### src/rtl/ecc4_pkg.sv
package ecc4_pkg;
  typedef enum logic [3:0] {
    S_IDLE, S_LOAD, S_SYNW, S_SYNC, S_CLR, S_CALC, S_ENTER, S_POLL, S_FRD, S_FWR
  } seq_st_t;
  localparam logic [3:0] ST_NOERR = 4'd0;
  localparam logic [3:0] ST_FAIL  = 4'd1;
  localparam logic [3:0] ST_BUSY  = 4'd4;
endpackage

### src/rtl/ecc4_unpack.sv
module ecc4_unpack #(
  parameter int NBYTES = 10,
  parameter int NVAL   = 8,
  parameter int VW     = 10
) (
  input  logic [NBYTES*8-1:0] bytes_i,
  output logic [NVAL*VW-1:0]  words_o,
  output logic                erased_o
);
  localparam int NB = NBYTES * 8;
  logic [NBYTES-1:0] byte_ff;

  // words are consecutive little-endian bit fields of the byte stream
  for (genvar k = 0; k < NVAL; k++) begin : g_word
    if ((k + 1) * VW <= NB) begin : g_in
      assign words_o[k*VW +: VW] = bytes_i[k*VW +: VW];
    end else begin : g_pad
      assign words_o[k*VW +: VW] = '0;
    end
  end

  for (genvar j = 0; j < NBYTES; j++) begin : g_ff
    assign byte_ff[j] = &bytes_i[j*8 +: 8];
  end

  assign erased_o = &byte_ff;
endmodule

### src/rtl/ecc4_err_pick.sv
module ecc4_err_pick #(
  parameter int REG_W     = 32,
  parameter int VW        = 10,
  parameter int SEC_BYTES = 512,
  parameter int OFF_BASE  = 519
) (
  input  logic [1:0]                     idx_i,
  input  logic [REG_W-1:0]               pos_a_i,
  input  logic [REG_W-1:0]               mag_a_i,
  input  logic [REG_W-1:0]               pos_b_i,
  input  logic [REG_W-1:0]               mag_b_i,
  output logic [$clog2(SEC_BYTES)-1:0]   off_o,
  output logic [7:0]                     mag_o,
  output logic                           ok_o
);
  localparam int HW = REG_W / 2;
  localparam int BW = $clog2(SEC_BYTES);
  localparam int DW = VW + 2;
  localparam int LO = OFF_BASE - SEC_BYTES + 1;

  logic [REG_W-1:0] pos_w, mag_w;
  logic [HW-1:0]    pos_h, mag_h;
  logic [VW-1:0]    pos;
  logic [DW-1:0]    diff;

  always_comb begin
    pos_w = idx_i[1] ? pos_b_i : pos_a_i;
    mag_w = idx_i[1] ? mag_b_i : mag_a_i;
    pos_h = idx_i[0] ? pos_w[REG_W-1:HW] : pos_w[HW-1:0];
    mag_h = idx_i[0] ? mag_w[REG_W-1:HW] : mag_w[HW-1:0];
    pos   = pos_h[VW-1:0];
    mag_o = mag_h[7:0];
    diff  = DW'(OFF_BASE) - DW'(pos);
    off_o = diff[BW-1:0];
    ok_o  = (DW'(pos) >= DW'(LO)) && (DW'(pos) <= DW'(OFF_BASE));
  end
endmodule

### src/rtl/ecc4_fix_seq.sv
module ecc4_fix_seq
  import ecc4_pkg::*;
#(
  parameter int NBYTES     = 10,
  parameter int NVAL       = 8,
  parameter int VW         = 10,
  parameter int SYN_W      = 80,
  parameter int REG_W      = 32,
  parameter int SEC_BYTES  = 512,
  parameter int OFF_BASE   = 519,
  parameter int WAIT_LIMIT = 32
) (
  input  logic                         clk,
  input  logic                         rst,
  input  logic                         start,
  input  logic [NBYTES*8-1:0]          ecc_bytes,
  output logic                         eng_load_valid,
  output logic [VW-1:0]                eng_load_data,
  output logic                         eng_clr,
  output logic                         eng_calc_start,
  input  logic [SYN_W-1:0]             eng_syndrome,
  input  logic [3:0]                   eng_state,
  input  logic [1:0]                   eng_err_cnt,
  input  logic [REG_W-1:0]             eng_pos_a,
  input  logic [REG_W-1:0]             eng_mag_a,
  input  logic [REG_W-1:0]             eng_pos_b,
  input  logic [REG_W-1:0]             eng_mag_b,
  output logic [$clog2(SEC_BYTES)-1:0] buf_addr,
  output logic                         buf_rd_en,
  input  logic [7:0]                   buf_rdata,
  output logic                         buf_wr_en,
  output logic [7:0]                   buf_wdata,
  output logic                         done,
  output logic [2:0]                   fixed_cnt,
  output logic                         uncorrectable
);
  localparam int BW  = $clog2(SEC_BYTES);
  localparam int IW  = $clog2(NVAL);
  localparam int WCW = $clog2(WAIT_LIMIT + 1);

  seq_st_t               st;
  logic [NBYTES*8-1:0]   bytes_q;
  logic [NVAL*VW-1:0]    words;
  logic                  erased_in;
  logic                  erased_unused;
  logic [NVAL*VW-1:0]    words_unused;
  logic [IW-1:0]         ld_idx;
  logic [WCW-1:0]        wait_cnt;
  logic [2:0]            n_err, e_idx;
  logic [BW-1:0]         pick_off, fix_off;
  logic [7:0]            pick_mag, fix_mag;
  logic                  pick_ok;

  // erased test on the live input, words from the captured copy
  ecc4_unpack #(.NBYTES(NBYTES), .NVAL(NVAL), .VW(VW)) u_unp_in (
    .bytes_i(ecc_bytes), .words_o(words_unused), .erased_o(erased_in));
  ecc4_unpack #(.NBYTES(NBYTES), .NVAL(NVAL), .VW(VW)) u_unp_q (
    .bytes_i(bytes_q), .words_o(words), .erased_o(erased_unused));

  ecc4_err_pick #(.REG_W(REG_W), .VW(VW), .SEC_BYTES(SEC_BYTES),
                  .OFF_BASE(OFF_BASE)) u_pick (
    .idx_i(e_idx[1:0]), .pos_a_i(eng_pos_a), .mag_a_i(eng_mag_a),
    .pos_b_i(eng_pos_b), .mag_b_i(eng_mag_b),
    .off_o(pick_off), .mag_o(pick_mag), .ok_o(pick_ok));

  always_comb begin
    eng_load_valid = (st == S_LOAD);
    eng_load_data  = words[ld_idx*VW +: VW];
    eng_clr        = (st == S_CLR);
    eng_calc_start = (st == S_CALC);
    buf_rd_en      = (st == S_FRD) && (e_idx != n_err) && pick_ok;
    buf_wr_en      = (st == S_FWR);
    buf_addr       = (st == S_FWR) ? fix_off : pick_off;
    buf_wdata      = buf_rdata ^ fix_mag;
  end

  always_ff @(posedge clk) begin
    if (rst) begin
      st            <= S_IDLE;
      bytes_q       <= '0;
      ld_idx        <= '0;
      wait_cnt      <= '0;
      n_err         <= '0;
      e_idx         <= '0;
      fix_off       <= '0;
      fix_mag       <= '0;
      done          <= 1'b0;
      fixed_cnt     <= '0;
      uncorrectable <= 1'b0;
    end else begin
      done <= 1'b0;
      unique case (st)
        S_IDLE: if (start) begin
          bytes_q       <= ecc_bytes;
          ld_idx        <= IW'(NVAL - 1);
          fixed_cnt     <= '0;
          uncorrectable <= 1'b0;
          if (erased_in) done <= 1'b1;
          else           st   <= S_LOAD;
        end
        S_LOAD: begin
          if (ld_idx == '0) st <= S_SYNW;
          else              ld_idx <= ld_idx - 1'b1;
        end
        S_SYNW: st <= S_SYNC;
        S_SYNC: begin
          if (eng_syndrome == '0) begin
            done <= 1'b1;
            st   <= S_IDLE;
          end else begin
            st <= S_CLR;
          end
        end
        S_CLR: st <= S_CALC;
        S_CALC: begin
          wait_cnt <= '0;
          st       <= S_ENTER;
        end
        S_ENTER: begin
          wait_cnt <= wait_cnt + 1'b1;
          if (eng_state >= ST_BUSY || wait_cnt == WCW'(WAIT_LIMIT - 1))
            st <= S_POLL;
        end
        S_POLL: begin
          if (eng_state == ST_NOERR) begin
            done <= 1'b1;
            st   <= S_IDLE;
          end else if (eng_state == ST_FAIL) begin
            uncorrectable <= 1'b1;
            done          <= 1'b1;
            st            <= S_IDLE;
          end else if (eng_state < ST_BUSY) begin
            n_err <= 3'd1 + {1'b0, eng_err_cnt};
            e_idx <= '0;
            st    <= S_FRD;
          end
        end
        S_FRD: begin
          if (e_idx == n_err) begin
            done <= 1'b1;
            st   <= S_IDLE;
          end else if (pick_ok) begin
            fix_off <= pick_off;
            fix_mag <= pick_mag;
            st      <= S_FWR;
          end else begin
            e_idx <= e_idx + 1'b1;
          end
        end
        S_FWR: begin
          fixed_cnt <= fixed_cnt + 1'b1;
          e_idx     <= e_idx + 1'b1;
          st        <= S_FRD;
        end
        default: st <= S_IDLE;
      endcase
    end
  end
endmodule

### config.mk
export PLATFORM = sky130hd
export DESIGN_NAME = ecc4_fix_seq
export DESIGN_NICKNAME = d
export VERILOG_FILES = /design/src/rtl/ecc4_pkg.sv /design/src/rtl/ecc4_unpack.sv /design/src/rtl/ecc4_err_pick.sv /design/src/rtl/ecc4_fix_seq.sv
export SDC_FILE = /design/constraint.sdc
export NUM_CORES = 1
export LEC_CHECK = 0
export ABC_AREA = 1
export BUFFER_PORTS_ARGS = -buffer_cell sky130_fd_sc_hd__buf_2
export CAP_MARGIN = 15
export CELL_PAD_IN_SITES_DETAIL_PLACEMENT = 1
export CELL_PAD_IN_SITES_GLOBAL_PLACEMENT = 1
export CORE_UTILIZATION = 33
export CTS_BUF_LIST = sky130_fd_sc_hd__clkbuf_16
export DETAILED_ROUTE_END_ITERATION = 6
export PLACE_DENSITY = 0.89
export SKIP_CTS_REPAIR_TIMING = 1
export SLEW_MARGIN = 10
export SYNTH_ARGS = -nofsm -noshare
export SYNTH_HDL_FRONTEND = slang
export SYNTH_SLANG_ARGS = --single-unit
### constraint.sdc
create_clock -name clk -period 4 [get_ports clk]
set_input_delay 0.6 -clock clk [delete_from_list [all_inputs] [get_ports clk]]
set_output_delay 0.6 -clock clk [all_outputs]
set_load 0.02 [all_outputs]
==> run_results.csv <==
group,metric,value,unit
worst_setup_path,endpoint_kind,"output pin",
placed_design,place_inst,1559,
power,p_leak,4.08,nW
timing,timing.final.crit_share,83.2,%
route,route.detailed.drc,0,
timing,rsz0062_at_grt,"no",
die,io_pins,342,
synth,yosysTopAreaCell,"dfxtp_1",
timing,clock_skew,0.00829,ns
timing,slew_headroom,44.9,%
die,fp-row-count,51,
route,antenna_left,0,
route,drtPass1Iterations,5,
global_route,track_usage,23.7,%
synth,synth_top_flop_cell,"dfxtp_1",
power,p_per_area,559,nW/um^2
timing,setup_tns,0,ns
clock_tree,clk_pin_slew,0.06,ns
timing,hold_violations,0,
placed_design,place_congestion,0.814,
timing,final-setup-viol-count,0,
die,core_area,19700,sq um
synth,netlist_instances,1054,
synth,yosys_warnings,0,
run,cap_viol_max_count,0,
timing,drv_slew,0,
clock_tree,cts_buffers,17,
clock_tree,htreeDepth,4,
finish,stdcell_count,1593,
placed_design,port_buffers,285,
synth,ys_top_cells_by_count,"nor2_1 (211), nand2_1 (196), o21ai_0 (157)",
die,fp.dieH,144,um
route,vias,7975,
global_route,grt_max_degree,54,
synth,synthArstFlopShare,0,%
worst_hold_path,hp-class,"input port to flip-flop",
power,p_clk_share,28.8,%
worst_setup_path,crit_type,"flip-flop to output pin",
die,dieArea,20800,sq um
global_route,grt_pass1_wl,38600,um
clock_tree,clockBufferDepth,2,
outcome,status,"complete, no violations",
synth,synth_most_common_cell,"nor2_1",
synth,ys_ff_latch,121,
placed_design,place_ws,1.07,ns
clock_tree,clock-sinks,121,
clock_tree,clk_latency,0.41,ns
synth,ys_seq_area_share,36.2,%
finish,area_growth,32.0,%
power,p_int,2.92,mW
route,drtIter0Drc,288,
global_route,grt_pass1_vias,8069,
route,routed_wl,24200,um
worst_setup_path,cp.arrival,2.73,ns
finish,final_net_count,1626,
synth,synth.top_cell.area_share,36.2,%
global_route,antenna_found_initial,2,
route,drt-vias-per-instance,5.01,
die,start_util,34.0,%
route,wl_per_cell,15.2,um
synth,avgSynthCellArea,6.34,sq um
synth,synth_edf_count,0,
worst_setup_path,crit_path_start_kind,"flip-flop",
synth,syn-cell-area,6680,sq um
placed_design,dpl.hpwl,18600,um
timing,max_freq,301,MHz
synth,synth_area_leaders,"dfxtp_1 (36%), nor2_1 (12%), o21ai_0 (12%)",
global_route,overflow,0,
synth,syn_nets,1367,
worst_setup_path,cp_max_fo,37,
finish,drive_gt1_share,26.2,%
power,pwr-share-seq,32.3,%
power,p_sw_share,40.7,%
timing,fin_ws,0.672,ns
die,die_w,144,um
worst_setup_path,worstPathRequired,3.40,ns
power,switching_power,2.01,mW
clock_tree,cts_tree,"built",
timing,worst_pin_slew,0.826,ns
power,ir_worst_vdd,343,uV
synth,yosysUniqueCellTypes,35,
timing,fin_crit,3.33,ns
power,pwr-share-comb,39.0,%
clock_tree,root_buffer,"clkbuf_16",
per-layer routing:
layer / share of wire [%] / global-route usage [%]
met3: 5.2 / 4.97
met5: 0 / 0
met4: 2.4 / 9.31
met2: 50 / 43.2
met1: 43 / 26.7
kinds of logic (layout without fill, tap and decap cells):
kind of cell | Yosys count | count (layout) | synth area share [%]
compound gates | 301 | 301 | 23.3
flops | 121 | 121 | 36.2
fa+ha+maj | 8 | 8 | 1.50
other cells | 0 | 2 | 0
xor+xnor | 16 | 16 | 2.10
simple gates | 474 | 474 | 28.6
buf+inv | 134 | 406 | 8.26
critical path, stage by stage, from the launching register on:
cell	delay, ns
dfxtp_1	0.31
inv_2	0.43
nand2_1	0.10
nand3_1	0.09
nand2_1	0.13
inv_2	0.11
ha_1	0.14
nand2_1	0.05
nor2_1	0.10
nand2_1	0.07
nand3_1	0.15
nand2_2	0.10
nor2_4	0.27
buf_2	0.23
layout make-up:
cell class,count,area (sq um)
sequential,121,2420
multi-input combinational,799,3710
antenna,2,5.00
inverter,74,279
clock buffer,17,425
fill,2730,10800
tap,265,332
clock inverter,15,111
timing repair buffer,300,1540
power groups by stage:
stage,registers [mW],clock network [mW],logic (mW)
detailed placement,1.61,0,1.89
global route,1.62,1.50,2.14
floorplan,1.58,0,1.23
finish,1.59,1.42,1.92
global placement,1.60,0,1.82
CTS,1.59,1.44,1.92
through the flow:
stage	power, mW	hold slack [ns]	utilization, %	area (sq um)
floorplan	2.82	0.425	-	6680
global placement	3.42	0.436	42.1	8280
detailed placement	3.51	0.442	42.1	8280
CTS	4.95	0.413	44.9	8820
global route	5.26	0.438	44.9	8820
finish	4.93	0.429	44.9	8820
sequential cells by signal, summed over array words and instances (netlist names):
signal	flops
fix_off	9
ld_idx	3
bytes_q	80
uncorrectable	1
fixed_cnt	3
wait_cnt	6
fix_mag	8
n_err	3
e_idx	3
done	1
st	4
layout by cell type (no fill, tap or decap), types with 3 or more instances in the layout:
master	count
nand2_2	7
or2_0	3
xor2_1	15
buf_4	15
a21oi_1	112
ha_1	8
nand3_1	37
dfxtp_1	121
clkinv_1	6
nor2_1	211
o21ai_0	157
inv_2	6
a221oi_1	3
inv_1	68
nor3_1	7
nand2_1	196
clkbuf_16	17
buf_2	285
nand3_2	3
a31oi_1	12
nand4_1	4
o22ai_1	8
o21ai_1	3
final timing paths:
path / start / to / slack (ns) / depth (start not counted)
setup / recovery: e_idx[1] / buf_rd_en / 0.67 / 13
setup reg to reg: e_idx[1] / fix_off[5] / 1.31 / 13
hold / removal: ecc_bytes[41] / bytes_q[41] / 0.43 / 3
hold reg to reg: fix_off[2] / fix_off[2] / 0.45 / 2
No activity file was read; power rests on OpenSTA's default activity.
